$ cat config.mk
export PLATFORM = sky130hd
export DESIGN_NAME = dma_master_ctl
export DESIGN_NICKNAME = d
export VERILOG_FILES = /design/src/rtl/mctl_pkg.sv /design/src/rtl/mctl_rst_sync.sv /design/src/rtl/mctl_flag.sv /design/src/rtl/mctl_nmi_hold.sv /design/src/rtl/mctl_gate.sv /design/src/rtl/dma_master_ctl.sv
export SDC_FILE = /design/constraint.sdc
export NUM_CORES = 1
export LEC_CHECK = 0
export ABC_CLOCK_PERIOD_IN_PS = 2150
export BUFFER_PORTS_ARGS = -buffer_cell sky130_fd_sc_hd__clkbuf_2
export CAP_MARGIN = 30
export CORE_AREA = 2 2 39 41
export CTS_CLUSTER_DIAMETER = 100
export DETAILED_ROUTE_END_ITERATION = 10
export DIE_AREA = 0 0 41 43
export PLACE_DENSITY_LB_ADDON = 0.08
export RECOVER_POWER = 25
export SETUP_SLACK_MARGIN = 0.4
export SYNTH_ARGS = -nofsm -noshare
export SYNTH_HDL_FRONTEND = slang
export SYNTH_SLANG_ARGS = --single-unit
$ cat constraint.sdc
create_clock -name clk -period 2.15 [get_ports clk]
set_clock_uncertainty 0.1 [all_clocks]
set_input_delay 0.215 -clock clk [delete_from_list [all_inputs] [get_ports clk]]
set_output_delay 0.215 -clock clk [all_outputs]
set_load 0.02 [all_outputs]
$ cat src/rtl/mctl_pkg.sv
package mctl_pkg;
  localparam int unsigned REG_W   = 8;
  localparam int unsigned ENA_BIT = 0;
  localparam int unsigned NMI_BIT = 1;
  localparam int unsigned AER_BIT = 2;
  localparam int unsigned DEF_W   = 3;
endpackage

$ cat src/rtl/mctl_rst_sync.sv
module mctl_rst_sync #(
  parameter int unsigned STAGES = 2
) (
  input  logic clk,
  input  logic rst_n,
  output logic rst_sync_n
);
  logic [STAGES-1:0] sync_q;

  always_ff @(posedge clk or negedge rst_n) begin
    if (!rst_n) sync_q <= '0;
    else        sync_q <= {sync_q[STAGES-2:0], 1'b1};
  end

  assign rst_sync_n = sync_q[STAGES-1];
endmodule

$ cat src/rtl/mctl_flag.sv
module mctl_flag (
  input  logic clk,
  input  logic rst_n,
  input  logic set_i,
  input  logic rd_i,
  input  logic wr_i,
  input  logic wr_bit_i,
  output logic flag_o
);
  logic flag_q, flag_d;
  logic arm_q, arm_d;
  logic clr_req;

  assign clr_req = wr_i && !wr_bit_i && arm_q;

  always_comb begin
    flag_d = flag_q;
    arm_d  = arm_q;
    if (rd_i && flag_q) arm_d = 1'b1;
    if (set_i) begin
      flag_d = 1'b1;
    end else if (clr_req) begin
      flag_d = 1'b0;
      arm_d  = 1'b0;
    end
  end

  always_ff @(posedge clk or negedge rst_n) begin
    if (!rst_n) begin
      flag_q <= 1'b0;
      arm_q  <= 1'b0;
    end else begin
      flag_q <= flag_d;
      arm_q  <= arm_d;
    end
  end

  assign flag_o = flag_q;

  // a set event always leaves the flag at 1
  p_set_wins_r9: assert property (@(posedge clk) disable iff (!rst_n)
    set_i |=> flag_q);
  // a fall needs a prior arming read and a write of 0
  p_clear_needs_arm_r7: assert property (@(posedge clk) disable iff (!rst_n)
    $fell(flag_q) |-> $past(arm_q && wr_i && !wr_bit_i));
  // a write of 1 never clears the flag
  p_write_one_keeps_r8: assert property (@(posedge clk) disable iff (!rst_n)
    (flag_q && (!wr_i || wr_bit_i)) |=> flag_q);
endmodule

$ cat src/rtl/mctl_nmi_hold.sv
module mctl_nmi_hold (
  input  logic clk,
  input  logic rst_n,
  input  logic nmi_flag_i,
  input  logic busy_i,
  input  logic unit_end_i,
  output logic halt_o
);
  logic halt_q, halt_d;

  always_comb begin
    halt_d = nmi_flag_i && (halt_q || unit_end_i || !busy_i);
  end

  always_ff @(posedge clk or negedge rst_n) begin
    if (!rst_n) halt_q <= 1'b0;
    else        halt_q <= halt_d;
  end

  assign halt_o = halt_q;

  // an in-flight unit is not cut short before its end pulse
  p_unit_finishes_r10: assert property (@(posedge clk) disable iff (!rst_n)
    (nmi_flag_i && busy_i && !unit_end_i && !halt_q) |=> !halt_q);
  // the halt never outlives a cleared flag by more than a cycle
  p_halt_needs_flag_r10: assert property (@(posedge clk) disable iff (!rst_n)
    !nmi_flag_i |=> !halt_q);
endmodule

$ cat src/rtl/mctl_gate.sv
module mctl_gate #(
  parameter int unsigned NUM_CH = 4
) (
  input  logic              master_en_i,
  input  logic              addr_err_i,
  input  logic              halt_i,
  input  logic [NUM_CH-1:0] ch_enable_i,
  input  logic [NUM_CH-1:0] ch_tend_i,
  output logic [NUM_CH-1:0] permit_o
);
  logic global_ok;

  assign global_ok = master_en_i && !addr_err_i && !halt_i;

  for (genvar i = 0; i < NUM_CH; i++) begin : g_ch
    assign permit_o[i] = global_ok && ch_enable_i[i] && !ch_tend_i[i];
  end
endmodule

$ cat src/rtl/dma_master_ctl.sv
module dma_master_ctl
  import mctl_pkg::*;
#(
  parameter int unsigned NUM_CH = 4
) (
  input  logic              clk,
  input  logic              rst_n,
  input  logic              rd_en_i,
  input  logic              wr_en_i,
  input  logic [REG_W-1:0]  wr_data_i,
  input  logic              addr_err_i,
  input  logic              nmi_i,
  input  logic              unit_end_i,
  input  logic [NUM_CH-1:0] ch_enable_i,
  input  logic [NUM_CH-1:0] ch_tend_i,
  output logic [REG_W-1:0]  rd_data_o,
  output logic [NUM_CH-1:0] ch_permit_o
);
  logic rst_sync_n;
  logic ena_q, ena_d;
  logic nmi_flag, aer_flag, halt;
  logic busy;

  mctl_rst_sync #(.STAGES(2)) u_rst (
    .clk(clk), .rst_n(rst_n), .rst_sync_n(rst_sync_n)
  );

  always_comb begin
    ena_d = ena_q;
    if (wr_en_i) ena_d = wr_data_i[ENA_BIT];
  end

  always_ff @(posedge clk or negedge rst_sync_n) begin
    if (!rst_sync_n) ena_q <= 1'b0;
    else             ena_q <= ena_d;
  end

  mctl_flag u_nmi_flag (
    .clk(clk), .rst_n(rst_sync_n), .set_i(nmi_i), .rd_i(rd_en_i),
    .wr_i(wr_en_i), .wr_bit_i(wr_data_i[NMI_BIT]), .flag_o(nmi_flag)
  );

  mctl_flag u_aer_flag (
    .clk(clk), .rst_n(rst_sync_n), .set_i(addr_err_i), .rd_i(rd_en_i),
    .wr_i(wr_en_i), .wr_bit_i(wr_data_i[AER_BIT]), .flag_o(aer_flag)
  );

  assign busy = |ch_permit_o;

  mctl_nmi_hold u_hold (
    .clk(clk), .rst_n(rst_sync_n), .nmi_flag_i(nmi_flag), .busy_i(busy),
    .unit_end_i(unit_end_i), .halt_o(halt)
  );

  mctl_gate #(.NUM_CH(NUM_CH)) u_gate (
    .master_en_i(ena_q), .addr_err_i(aer_flag), .halt_i(halt),
    .ch_enable_i(ch_enable_i), .ch_tend_i(ch_tend_i), .permit_o(ch_permit_o)
  );

  always_comb begin
    rd_data_o          = '0;
    rd_data_o[ENA_BIT] = ena_q;
    rd_data_o[NMI_BIT] = nmi_flag;
    rd_data_o[AER_BIT] = aer_flag;
  end

  // reserved bits never read back as 1
  p_reserved_zero_r2: assert property (@(posedge clk) disable iff (!rst_sync_n)
    rd_data_o[REG_W-1:DEF_W] == '0);
  // an address error blocks every channel
  p_aer_blocks_r5: assert property (@(posedge clk) disable iff (!rst_sync_n)
    rd_data_o[AER_BIT] |-> (ch_permit_o == '0));
  // a write clearing the enable drops all permits next cycle
  p_disable_drops_r11: assert property (@(posedge clk) disable iff (!rst_sync_n)
    (wr_en_i && !wr_data_i[ENA_BIT]) |=> (ch_permit_o == '0));
  // a permit implies its own channel qualifiers
  p_permit_qual_r4: assert property (@(posedge clk) disable iff (!rst_sync_n)
    ((ch_permit_o & ~(ch_enable_i & ~ch_tend_i)) == '0));
endmodule

* After elaboration in Yosys (flattened, before gate mapping) *
Cells that the tools add are included.
W data, S select, Z words.

operators by class
  add/sub/neg operators = 0
  multipliers = 0
  div/mod/pow operators = 0
  magnitude comparators = 0
  eq/ne operators = 0
  shift-type cells = 0
  multiplexer cells = 10
  bitwise operators = 0
  reductions and logical operators = 31

operator list
  cell                 number
  $logic_and A1 B1 Y1  17
  $mux W1              10
  $logic_not A1 Y1     9
  $reduce_bool A2 Y1   2
  $reduce_or A4 Y1     1
  $logic_or A1 B1 Y1   2

word-level totals
  register bits after elaboration = 8
  bits in latches = 0
  bits in writable memories = 0
  memory bits (read-only) = 0
  input port bits = 23
  output and inout bits = 12
  memories = 0

* Depth between registers and ports, before layout *
  word-level depth = 9
  depth in mapped cells = 3
  gate-level depth less buffers = 3

* Hierarchy *
Synthesis repeated with hierarchy kept, for this count alone.

unflattened totals
  cells, all modules = 37
  area total of the unflattened synthesis = 416.6 sq um

modules (own cells, without submodules)
  module          instances  cells an instance  area an instance (sq um)  sequential area each (sq um)
  mctl_flag       2          7                  78.8                      50.0
  dma_master_ctl  1          12                 107.6                     25.0
  mctl_gate       1          5                  61.3                      0.0
  mctl_rst_sync   1          3                  53.8                      50.0
  mctl_nmi_hold   1          3                  36.3                      25.0

* Worst setup path after synthesis *
OpenSTA, ideal clock, no wires.

  path kind = flip-flop to output port
  start = register u_aer_flag.flag_q, in the netlist u_aer_flag.flag_o
  end = output port ch_permit_o[3]
  arrival time = 1.124 ns
  slack = 0.711 ns
  cell stages (with the launch flop) = 4
  buffers on the path = 0
  cells stage by stage = dfrtp_1 > nor2_4 > nand2_2 > nor3b_1

between the ends
  cells in the longest elaborated chain, start to end = 5

RTL lines
  item                              line                  text
  start, declared                   mctl_flag.sv:10       logic flag_q, flag_d;
  start signal, assigned            mctl_flag.sv:33       flag_q <= flag_d;
  $logic_not A1 Y1                  mctl_gate.sv:13       assign global_ok = master_en_i && !addr_err_i && !halt_i;
  $logic_and A1 B1 Y1 (2 in a row)  mctl_gate.sv:13
  $logic_and A1 B1 Y1 (2 in a row)  mctl_gate.sv:16       assign permit_o[i] = global_ok && ch_enable_i[i] && !ch_tend_i[i];
  end, declared                     dma_master_ctl.sv:17  output logic [NUM_CH-1:0] ch_permit_o

Every way passes these cells.

* Worst setup path after layout *
Same ends and word-level chain as after synthesis.

==> metrics.md <==
| Metric | Value |
|---|---|
| Outcome | `finished with violations` |
| Failing checks | `negative hold slack` |
| Cts bufs inserted | `3` |
| Setup violators final | `0` |
| Antenna violation net count after detailed routing | `0` |
| DRT Pass-1 Iters | `2` |
| Worst-Skew Late Latency | `250 ps` |
| Antenna diodes | `0` |
| Initial DRC Count | `1` |
| Unrepaired setup endpoints after global routing | `false` |
| Syn avg cell area | `11.3 um^2` |
| Critical path startpoint category | `register` |
| GRT overflow | `0` |
| # IOs | `35` |
| Switching share of power | `27.1%` |
| Clock power share | `32.1%` |
| Core Area | `1380 um^2` |
| Count of input and output buffers | `24` |
| GRT Util Overall | `10.5%` |
| Mean routed wirelength per cell | `10.0 um` |
| Synthesized instance count | `41` |
| Die Y | `43 um` |
| Pleak | `0.286 nW` |
| CTS resizes | `0` |
| CP Data Required Time | `1840 ps` |
| PwrDens | `600 nW/um^2` |
| First-pass GRT wire length | `1180 um` |
| Crit Path Class | `register to output pin` |
| Hold Vio Cnt, Final | `6` |
| F_max | `626 MHz` |
| CTS root buf | `clkbuf_4` |
| CTS H-tree depth | `1` |
| Non-Filler Instances | `81` |
| Flop pwr share | `49.8%` |
| Via count | `360` |
| Rows | `14` |
| Cell Area, Synth | `462 um^2` |
| Switching power total | `0.0958 mW` |
| Initial Util | `33.4%` |
| Critical path fanouts, max | `4` |
| Unique masters post-synth | `17` |
| Placed cells | `77` |
| Gpl congestion | `0.574` |
| Class of the worst hold path | `register to asynchronous set/reset pin` |
| CTS tree | `built` |
| Total wire length | `812 um` |
| Largest stage delay, worst path | `430 ps` |
| Max VDD drop | `0.321 mV` |
| Sequential cell area fraction in the yosys report | `43.4%` |
| Number of max-cap violations | `0` |
| Slowest CP cell | `dfrtp_1` |
| CP Cell Sequence | `nor2_4 -> nand2_2 -> nor3b_1 -> clkbuf_2` |
| CTS Buffer Depth | `2` |
| Combinational share of power | `18.1%` |
| Synth Warn # | `0` |
| Yosys reg bits | `8` |
| Area delta synth->final | `27.6%` |
| Final worst path period share | `74.3%` |
| Fin Hold WS | `-11.2 ps` |
| Initial antenna violation count | `0` |
| Die area | `1760 um^2` |
| CTS sink count | `8` |
| Setup TNS | `0 ps` |
| Min Tclk post-route | `1600 ps` |
| RR Endpoint | `u_hold.halt_o` |
| Share of layout cells above drive strength 1 | `56.9%` |
| P_int | `0.258 mW` |
| DRC violations left | `0` |
| Final count of pins violating max slew | `0` |
| Nets | `90` |
| Via/cell ratio | `4.44` |
| Number of global-route vias before repair | `320` |
| WP data arrival | `1280 ps` |
| R2R setup slack | `910 ps` |
| Die W | `41 um` |
| Largest net degree at the start of global routing | `7` |
| Commonest non-fill, non-tap cells in the layout | `clkbuf_2 (24), dfrtp_1 (8), conb_1 (6)` |
| Clk slew on worst S/H paths | `50 ps` |
| Sum of net half-perimeters after detailed placement | `700 um` |
| Most common cell after layout, fill and taps aside | `clkbuf_2` |
| Critical Path End Type | `output pin` |
| RR Startpoint | `u_aer_flag.flag_o` |
| R2R depth | `3` |
-- stage by stage --
stage / hold slack, ps / utilization, % / area, um^2 / power (mW) / worst slack, ps
2_1_floorplan: -181 / - / 477 / 0.227 / 711
3_3_place_gp: -98.2 / 40.2 / 557 / 0.242 / 814
6_report: -11.2 / 42.6 / 589 / 0.354 / 552
4_1_cts: 4.65 / 42.6 / 589 / 0.361 / 539
3_5_place_dp: -97.7 / 40.2 / 557 / 0.243 / 821
5_1_grt: 22.3 / 42.6 / 589 / 0.373 / 451
-- final cells by class --
class	count	area [um^2]
Fill cell	141	795
Multi-Input combinational cell	28	213
Sequential cell	8	200
Timing Repair Buffer	25	130
Clock buffer	3	22.5
Tap cell	16	20.0
Inverter	1	3.75
-- power groups by stage --
stage               Combinational, mW  Clock (mW)  Sequential [mW]
floorplan                      0.0513           0            0.176
global placement               0.0631           0            0.179
detailed placement             0.0635           0            0.179
CTS                            0.0651       0.119            0.177
global route                   0.0710       0.123            0.179
finish                         0.0642       0.113            0.176
-- synth_stat cells --
master	count	area (um^2)
o41a_1	1	11.3
nor2b_4	1	13.8
nor2b_1	2	12.5
and3_2	3	22.5
nand3b_1	2	15.0
a21oi_1	4	20.0
dfrtp_1	8	200
nor2_4	1	11.3
nand2_2	1	6.26
nor3b_1	3	22.5
a21o_2	1	8.76
inv_2	1	3.75
conb_1	2	7.51
mux2_2	1	11.3
a2111oi_4	1	27.5
a21o_1	1	7.51
buf_4	8	60.1
-- worst max path at each step --
stage	startpoint	end	slack, ps
3_3_place_gp	u_aer_flag.flag_o	ch_permit_o[3]	810
3_5_place_dp	u_aer_flag.flag_o	ch_permit_o[3]	820
6_report	u_aer_flag.flag_o	ch_permit_o[3]	550
5_1_grt	u_aer_flag.flag_o	ch_permit_o[3]	450
2_1_floorplan	u_aer_flag.flag_o	ch_permit_o[3]	710
4_1_cts	u_aer_flag.flag_o	ch_permit_o[3]	540
-- cell families after synthesis --
logic type	Yosys count	synth area share, %
compound gates	8	16.3
other cells	2	1.63
flops	8	43.4
buf+inv	9	13.8
mux	1	2.44
simple gates	13	22.5
-- worst max-delay path: cells and delay by family (launching register included) --
family	cells	cell delay, ps
flops	1	430
buf+inv	1	200
simple gates	3	390
-- layer usage --
metal	vias up	part of all wire, %	global-route usage, %
li1	180	-	-
met1	153	41	11.4
met2	25	44	15.9
met3	2	13	1.57
met4	0	2.0	10.0
met5	-	0	0
-- state kept, by name (all words and copies together), names as in the netlist --
name / flops
u_aer_flag.flag_o: 1
u_aer_flag.arm_q: 1
u_hold.halt_o: 1
ena_q: 1
u_nmi_flag.arm_q: 1
u_nmi_flag.flag_o: 1
u_rst.sync_q: 2
-- what timing repair did --
action                                 in CTS  in global routing
endpoints found under the hold margin       2                  0
setup buffers                               0                  0
hold buffers                                1                  0
Note: power is estimated with default switching activity, not from simulation.
